$ cat src/rtl/rsel_pkg.sv
package rsel_pkg;
  typedef enum logic {
    RAIL_LO = 1'b0,
    RAIL_HI = 1'b1
  } rail_e;

  localparam int unsigned TGT_RST_MHZ  = 830;
  localparam int unsigned HYST_RST_MHZ = 16;
endpackage

$ cat src/rtl/rsel_cfg_regs.sv
module rsel_cfg_regs #(
  parameter int unsigned FW       = 12,
  parameter int unsigned HW       = 8,
  parameter int unsigned TGT_RST  = 830,
  parameter int unsigned HYST_RST = 16
) (
  input  logic          clk_i,
  input  logic          rst_ni,
  input  logic          tgt_we_i,
  input  logic [FW-1:0] tgt_wdata_i,
  input  logic          hyst_we_i,
  input  logic [HW-1:0] hyst_wdata_i,
  output logic [FW-1:0] tgt_o,
  output logic [HW-1:0] hyst_o
);
  logic [FW-1:0] tgt_q, tgt_d;
  logic [HW-1:0] hyst_q, hyst_d;

  always_comb begin
    tgt_d  = tgt_we_i  ? tgt_wdata_i  : tgt_q;
    hyst_d = hyst_we_i ? hyst_wdata_i : hyst_q;
  end

  always_ff @(posedge clk_i or negedge rst_ni) begin
    if (!rst_ni) begin
      tgt_q  <= FW'(TGT_RST);
      hyst_q <= HW'(HYST_RST);
    end else begin
      tgt_q  <= tgt_d;
      hyst_q <= hyst_d;
    end
  end

  assign tgt_o  = tgt_q;
  assign hyst_o = hyst_q;
endmodule

$ cat src/rtl/rsel_core_slice.sv
module rsel_core_slice
  import rsel_pkg::*;
#(
  parameter int unsigned FW = 12
) (
  input  logic          clk_i,
  input  logic          rst_ni,
  input  logic          eval_i,
  input  logic [FW-1:0] f_lo_i,
  input  logic [FW-1:0] f_hi_i,
  input  logic [FW-1:0] tgt_i,
  input  logic [FW:0]   ret_thr_i,
  output logic          rail_hi_o,
  output logic          meet_nxt_o
);
  rail_e rail_q, rail_d;

  // Decision for the next rail, evaluated every cycle, loaded on eval_i.
  always_comb begin
    rail_d = rail_q;
    if (rail_q == RAIL_LO) begin
      if (f_lo_i < tgt_i) rail_d = RAIL_HI;
    end else begin
      if ({1'b0, f_lo_i} >= ret_thr_i) rail_d = RAIL_LO;
    end
  end

  always_comb begin
    if (rail_d == RAIL_HI) meet_nxt_o = (f_hi_i >= tgt_i);
    else                   meet_nxt_o = (f_lo_i >= tgt_i);
  end

  always_ff @(posedge clk_i or negedge rst_ni) begin
    if (!rst_ni)     rail_q <= RAIL_LO;
    else if (eval_i) rail_q <= rail_d;
  end

  assign rail_hi_o = (rail_q == RAIL_HI);
endmodule

$ cat src/rtl/rail_sel_ctrl.sv
module rail_sel_ctrl
  import rsel_pkg::*;
#(
  parameter int unsigned NCORE    = 16,
  parameter int unsigned FW       = 12,
  parameter int unsigned HW       = 8,
  parameter int unsigned TGT_RST  = TGT_RST_MHZ,
  parameter int unsigned HYST_RST = HYST_RST_MHZ
) (
  input  logic                clk_i,
  input  logic                rst_ni,
  input  logic                tgt_we_i,
  input  logic [FW-1:0]       tgt_wdata_i,
  input  logic                hyst_we_i,
  input  logic [HW-1:0]       hyst_wdata_i,
  input  logic                eval_i,
  input  logic [NCORE*FW-1:0] f_lo_i,
  input  logic [NCORE*FW-1:0] f_hi_i,
  output logic [NCORE-1:0]    rail_hi_o,
  output logic                all_meet_o,
  output logic                done_o
);
  localparam int unsigned PADW = FW + 1 - HW;

  logic [FW-1:0]    tgt_q;
  logic [HW-1:0]    hyst_q;
  logic [FW:0]      ret_thr;
  logic [NCORE-1:0] meet_nxt;

  logic all_meet_q, all_meet_d;
  logic eval_q, eval_d;
  logic done_q, done_d;

  rsel_cfg_regs #(
    .FW(FW), .HW(HW), .TGT_RST(TGT_RST), .HYST_RST(HYST_RST)
  ) u_cfg (
    .clk_i        (clk_i),
    .rst_ni       (rst_ni),
    .tgt_we_i     (tgt_we_i),
    .tgt_wdata_i  (tgt_wdata_i),
    .hyst_we_i    (hyst_we_i),
    .hyst_wdata_i (hyst_wdata_i),
    .tgt_o        (tgt_q),
    .hyst_o       (hyst_q)
  );

  // Return threshold carries one extra bit so it cannot wrap.
  assign ret_thr = {1'b0, tgt_q} + {{PADW{1'b0}}, hyst_q};

  for (genvar g = 0; g < NCORE; g++) begin : g_core
    rsel_core_slice #(.FW(FW)) u_slice (
      .clk_i      (clk_i),
      .rst_ni     (rst_ni),
      .eval_i     (eval_i),
      .f_lo_i     (f_lo_i[g*FW +: FW]),
      .f_hi_i     (f_hi_i[g*FW +: FW]),
      .tgt_i      (tgt_q),
      .ret_thr_i  (ret_thr),
      .rail_hi_o  (rail_hi_o[g]),
      .meet_nxt_o (meet_nxt[g])
    );
  end

  always_comb begin
    all_meet_d = eval_i ? (&meet_nxt) : all_meet_q;
    eval_d     = eval_i;
    done_d     = eval_q;
  end

  always_ff @(posedge clk_i or negedge rst_ni) begin
    if (!rst_ni) begin
      all_meet_q <= 1'b0;
      eval_q     <= 1'b0;
      done_q     <= 1'b0;
    end else begin
      all_meet_q <= all_meet_d;
      eval_q     <= eval_d;
      done_q     <= done_d;
    end
  end

  assign all_meet_o = all_meet_q;
  assign done_o     = done_q;
endmodule

$ cat config.mk
export PLATFORM = sky130hd
export DESIGN_NAME = rail_sel_ctrl
export DESIGN_NICKNAME = d
export VERILOG_FILES = /design/src/rtl/rsel_pkg.sv /design/src/rtl/rsel_cfg_regs.sv /design/src/rtl/rsel_core_slice.sv /design/src/rtl/rail_sel_ctrl.sv
export SDC_FILE = /design/constraint.sdc
export NUM_CORES = 1
export LEC_CHECK = 0
export ABC_AREA = 1
export BUFFER_PORTS_ARGS = -buffer_cell sky130_fd_sc_hd__buf_2
export CAP_MARGIN = 20
export CORE_MARGIN = 2
export CORE_UTILIZATION = 30
export CTS_CLUSTER_DIAMETER = 30
export CTS_CLUSTER_SIZE = 12
export DETAILED_ROUTE_END_ITERATION = 12
export SKIP_CTS_REPAIR_TIMING = 1
export SYNTH_ARGS = -nofsm -noshare
export SYNTH_HDL_FRONTEND = slang
export SYNTH_HIERARCHICAL = 1
export SYNTH_SLANG_ARGS = --single-unit
$ cat constraint.sdc
create_clock -name clk_i -period 7.2 [get_ports clk_i]
set_input_delay 0.72 -clock clk_i [delete_from_list [all_inputs] [get_ports clk_i]]
set_output_delay 0.72 -clock clk_i [all_outputs]
set_load 0.005 [all_outputs]
Word-level counts from Yosys, hierarchy flattened
Index checks and enable logic that the tools add are counted.
{"block": "word_totals", "register_bits": 39, "wordCells": 151}
{"block": "op_classes", "reduce_logical": 1, "magnitude_cmp": 64, "addsub": 1, "n_mux": 64}
{"op": "12-bit greater-or-equal comparator", "count": 32}
{"op": "12-bit by 13-bit greater-or-equal comparator with 1-bit output", "count": 16}
{"op": "12-bit less-than comparator", "count": 16}
{"op": "1-bit two-way mux", "count": 64}
{"op": "16-bit AND reduction", "count": 1}
{"op": "12-bit by 8-bit adder with 13-bit output", "count": 1}

Longest topological paths before layout
{"block": "depth", "word_depth": 6, "ltp_mapped": 24, "ltp_nobuf": 24}

By module
Netlist, hierarchy kept.
{"mod": "rsel_core_slice", "n_inst": 16, "cells_each": 160, "seq_area_each_um2": 25.0, "area_per_inst_um2": 1051.0}
{"mod": "rsel_cfg_regs", "n_inst": 1, "cells_each": 85, "seq_area_each_um2": 510.5, "area_per_inst_um2": 767.0}
{"mod": "rail_sel_ctrl", "n_inst": 1, "cells_each": 110, "seq_area_each_um2": 75.1, "area_per_inst_um2": 654.4}

Least setup slack after synthesis
Ideal clock, no wire load.
{"block": "synth_timing", "path_kind": "flip-flop to flip-flop", "from": "reg u_cfg.tgt_q[0] (netlist: u_cfg/tgt_o[0])", "to": "reg all_meet_q (netlist: all_meet_o)", "path_stages_with_launch": 19, "required_time_ns": 7.117, "period_less_slack_ns": 5.153, "path_slack_ns": 2.047, "arrival_ns": 5.070, "setup_time_ns": 0.083, "n_path_buf": 0, "path_cell_list": "dfrtp_1 -> ha_1 -> fa_1 -> nand3_2 -> nand3_1 -> nand2_1 -> nand2_2 -> nand2_2 -> nor3_2 -> nor3_1 -> a21oi_2 -> nand4_2 -> nand2_2 -> nand2_1 -> nand2_1 -> nand4_1 -> nor3_1 -> nand2_1 -> o21ai_0"}
{"block": "synth_via", "elab_chain_cells": 6, "elab_cells_between_ends": 130}
{"item": "start: declaration", "line": "rsel_cfg_regs.sv:16", "source": "logic [FW-1:0] tgt_q, tgt_d;"}
{"item": "start signal: assignment", "line": "rsel_cfg_regs.sv:26", "source": "tgt_q <= FW'(TGT_RST);"}
{"item": "start signal: assignment", "line": "rsel_cfg_regs.sv:29", "source": "tgt_q <= tgt_d;"}
{"item": "12-bit by 8-bit adder with 13-bit output", "line": "rail_sel_ctrl.sv:48", "source": "assign ret_thr = {1'b0, tgt_q} + {{PADW{1'b0}}, hyst_q};"}
{"item": "via ret_thr[12]", "line": "rail_sel_ctrl.sv:27", "source": "logic [FW:0] ret_thr;"}
{"item": "12-bit by 13-bit greater-or-equal comparator with 1-bit output", "line": "rsel_core_slice.sv:24", "source": "if ({1'b0, f_lo_i} >= ret_thr_i) rail_d = RAIL_LO;"}
{"item": "1-bit two-way mux", "line": "rsel_core_slice.sv:24"}
{"item": "1-bit two-way mux", "line": "rsel_core_slice.sv:21", "source": "if (rail_q == RAIL_LO) begin"}
{"item": "1-bit two-way mux", "line": "rsel_core_slice.sv:29", "source": "if (rail_d == RAIL_HI) meet_nxt_o = (f_hi_i >= tgt_i);"}
{"item": "via meet_nxt[4]", "line": "rail_sel_ctrl.sv:28", "source": "logic [NCORE-1:0] meet_nxt;"}
{"item": "16-bit AND reduction", "line": "rail_sel_ctrl.sv:65", "source": "all_meet_d = eval_i ? (&meet_nxt) : all_meet_q;"}
{"item": "end signal: assignment", "line": "rail_sel_ctrl.sv:76", "source": "all_meet_q <= all_meet_d;"}
{"item": "end: declaration", "line": "rail_sel_ctrl.sv:30", "source": "logic all_meet_q, all_meet_d;"}
The timed path passes the listed nets, and every way through them passes these cells.
A chain may end at the register's enable or synchronous reset.

Final worst setup path
{"block": "layout_timing", "from": "reg u_cfg.tgt_q[1] (netlist: u_cfg/tgt_o[1])", "to": "reg all_meet_q (netlist: all_meet_o)"}
Same word-level chain as after synthesis.

==> metrics.md <==
| Metric | Value |
|---|---|
| Status | `completed` |
| Antenna violations before repair | `14` |
| Asr flop ratio synth | `100%` |
| DR iter-0 viols | `1,032` |
| Drt pass-1 iters | `5` |
| Slowest-stage cell, CP | `dfstp_2` |
| Sequence of cells on the critical path | `fa_2 > nand3_2 > nand3_1 > nand2_1 > nand2_2 > xor2_4 > inv_1 > ha_1 > nand2_1 > inv_1 > nand2_1 > nand2_1 > a21oi_2 > nand4_2 > nand2_2 > nand2_1 > nand2_1 > nand4_1 > nor3_1 > nand2_1 > o21ai_0` |
| Die area | `roughly 0.063 sq mm` |
| Synth Flop Type | `dfrtp_1` |
| GRT Overall Usage | `22.3%` |
| LEAKAGE | `~13 nW` |
| Num CTS Buffers | `5` |
| Post-synth top cells | `nand2_1, ha_1, inv_1` |
| Max Buffers Root-to-Sink | `2` |
| Synth Area in Simple Gates | `a little under a third` |
| XOR/XNOR share of the synthesized area | `0.336%` |
| Post-Syn Area | `~0.018 sq mm` |
| Clock-pin transition on the worst setup and hold timing paths | `approximately 80 ps` |
| Adder-cell share of the synthesized area | `40.2%` |
| Crit path kind | `reg -> reg` |
| Syn nets | `~3,700` |
| Slew Limit Headroom | `a little over a quarter` |
| Worst path most repeated cell | `nand2_1` |
| Sequential share of the synthesized area | `5.41%` |
| Post-DP HPWL | `~55 mm` |
| Total core area | `between 0.06 and 0.07 sq mm` |
| Total global routing overflow | `0` |
| Synth cell types | `30` |
| Via density | `between 4 and 5` |
| Io pins | `between 400 and 500` |
| Post-synth EDFFs | `0` |
| Final Hold Fails | `0` |
| CP Max Fanout | `19` |
| VDD IR-drop max | `around 0.08 mV` |
| Sink Count | `39` |
| Fraction of layout cells with a size suffix above 1 | `roughly 23%` |
| Synthesis warning total | `6` |
| First-pass GRT wire length | `between 100 and 150 mm` |
| Vias | `18,700` |
| Count leader, synth | `nand2_1` |
| Initial Utilization | `between 30% and 40%` |
| Worst EP arrival | `about 5100 ps` |
| Synth top area cells | `ha_1, nand2_1, inv_1, a21oi_1, dfrtp_1` |
| Pin count of the biggest net entering global routing | `40` |
| CTS tree | `built` |
| Data required, critical path | `7430 ps` |
| Syn avg cell area | `around 6.6 sq um` |
| Final estimated routing congestion in global placement | `0.878` |
| Max cap viols | `0` |
| Final Util | `around 36%` |
| Fmax | `a little over 200 MHz` |
| Mapped Cells | `between 2,000 and 3,000` |
| Final wirelength | `about 70 mm` |
| Setup ws final | `2340 ps` |
| Post-route cell area | `between 0.02 and 0.025 sq mm` |
| Critical path's top delay family | `simple AND/OR/NAND/NOR gates` |
| Die Ht | `~250 microns` |
| Period utilisation layout | `67.5%` |
| Crit path buf inv count | `2` |
| Antenna Nets Post-Route | `0` |
| DRC | `0` |
| PortBufs | `approximately 430` |
| Number of global-route vias before repair | `roughly 18,000` |
| Final setup TNS | `0 ps` |
| Setup crit start kind | `register` |
| Dpl ws | `around 2300 ps` |
| Wire length per cell | `17.8 microns` |
| Row count | `90` |
| Layout net count | `4,188` |
| Root buf cell | `clkbuf_16` |
| Type of the worst min-delay path | `reg -> reg` |
| Clk Latency, worst-skew pair | `about 320 ps` |
| Fin crit period | `about 4900 ps` |
| H-tree levels | `2` |
| Power Density | `146 mW/mm^2` |
| Clock skew | `10.9 ps` |
| Synth area leader | `ha_1` |
| Hold_ws | `between 300 and 400 ps` |
| Fillcell total | `around 6,600` |
| Worst-Margin Slew | `1100 ps` |
| Final slew viol count | `0` |
| Yosys reg bits | `39` |
| CP peak stage delay | `around 1300 ps` |
| # setup viols final | `0` |
| CP Capture Type | `register` |
| Post-synth top area share | `between 40% and 50%` |
| Dpl cell area | `about 0.022 sq mm` |
| DIE WIDTH | `~250 microns` |
| Unrepaired setup endpoints after global routing | `false` |
| Multiplexer share of the synthesized area | `0%` |
| Area growth syn-to-layout | `19.3%` |
| Largest family of logic cells by synthesized area | `adder cells` |
| Compound-Gate Fraction of Synth Area | `between 10% and 20%` |
-- cells in the final DEF (no fill, tap or decap), types with 34 or more instances in the layout --
master,n
ha_1,583
nor2_1,183
o21ai_0,49
inv_2,34
inv_1,547
a21oi_1,211
nand2_1,641
nand3_1,105
nand2_2,69
nand4_2,48
buf_2,426
nand4_1,85
-- cells by family after synthesis --
group                      Yosys count
and+or+nand+nor                   1216
adders and majority gates          585
buffers and inverters              584
AOI/OAI and AO/OA                  324
DFF                                 39
xor gates and xnor gates             7
-- registers in the layout, indices dropped and copies added, names as in the netlist --
signal / flops
done_d: 1
g_core.u_slice/rail_hi_o: 16
u_cfg/tgt_o: 12
u_cfg/hyst_o: 8
done_o: 1
all_meet_o: 1
-- area by class of cell --
type                    count  area [sq um]  area share (%)
clock buffers               6           129           0.593
diodes                      6          15.0          0.0690
repair buffers            435          2200            10.1
well taps                 782           978            4.50
inverters                 581          2180            10.0
clock inverters             2          60.1           0.276
flip-flops and latches     39           990            4.55
multi-input cells        2132         15200            69.9
-- power breakdown --
part / internal, mW / switching, mW / leakage [nW] / total [mW]
Clock: 0.200 / 0.129 / 0.0911 / 0.330
Sequential: 0.261 / 0.0982 / 0.461 / 0.359
Combinational: 0.951 / 1.55 / 12.0 / 2.50
-- per-stage QoR --
| step | instances | total power [mW] |
|---|---|---|
| floorplan | 2755 | 1.97 |
| global placement | 3969 | 2.84 |
| detailed placement | 3969 | 2.87 |
| CTS | 3977 | 3.22 |
| global route | 3981 | 3.59 |
| finish | 3983 | 3.19 |
-- metal layers --
layer	global-route usage, %	wire [microns]	up-vias
met5	0	39	-
li1	-	-	9920
met2	38.0	32400	427
met4	4.81	1450	6
met1	29.7	33300	8291
met3	3.29	3490	77
-- final timing paths --
check	from	to	slack (ps)	cells after the start
max	u_cfg/tgt_o[1]	all_meet_o	2340	21
min	done_d	done_o	360	0
max reg2reg	u_cfg/tgt_o[1]	all_meet_o	2340	21
min reg2reg	done_d	done_o	360	0
max in group asynchronous	rst_ni	u_cfg/tgt_o[0]	6130	2
min in group asynchronous	rst_ni	g_core[15].u_slice/rail_hi_o	540	2
Power figures use the tool's default switching activity.
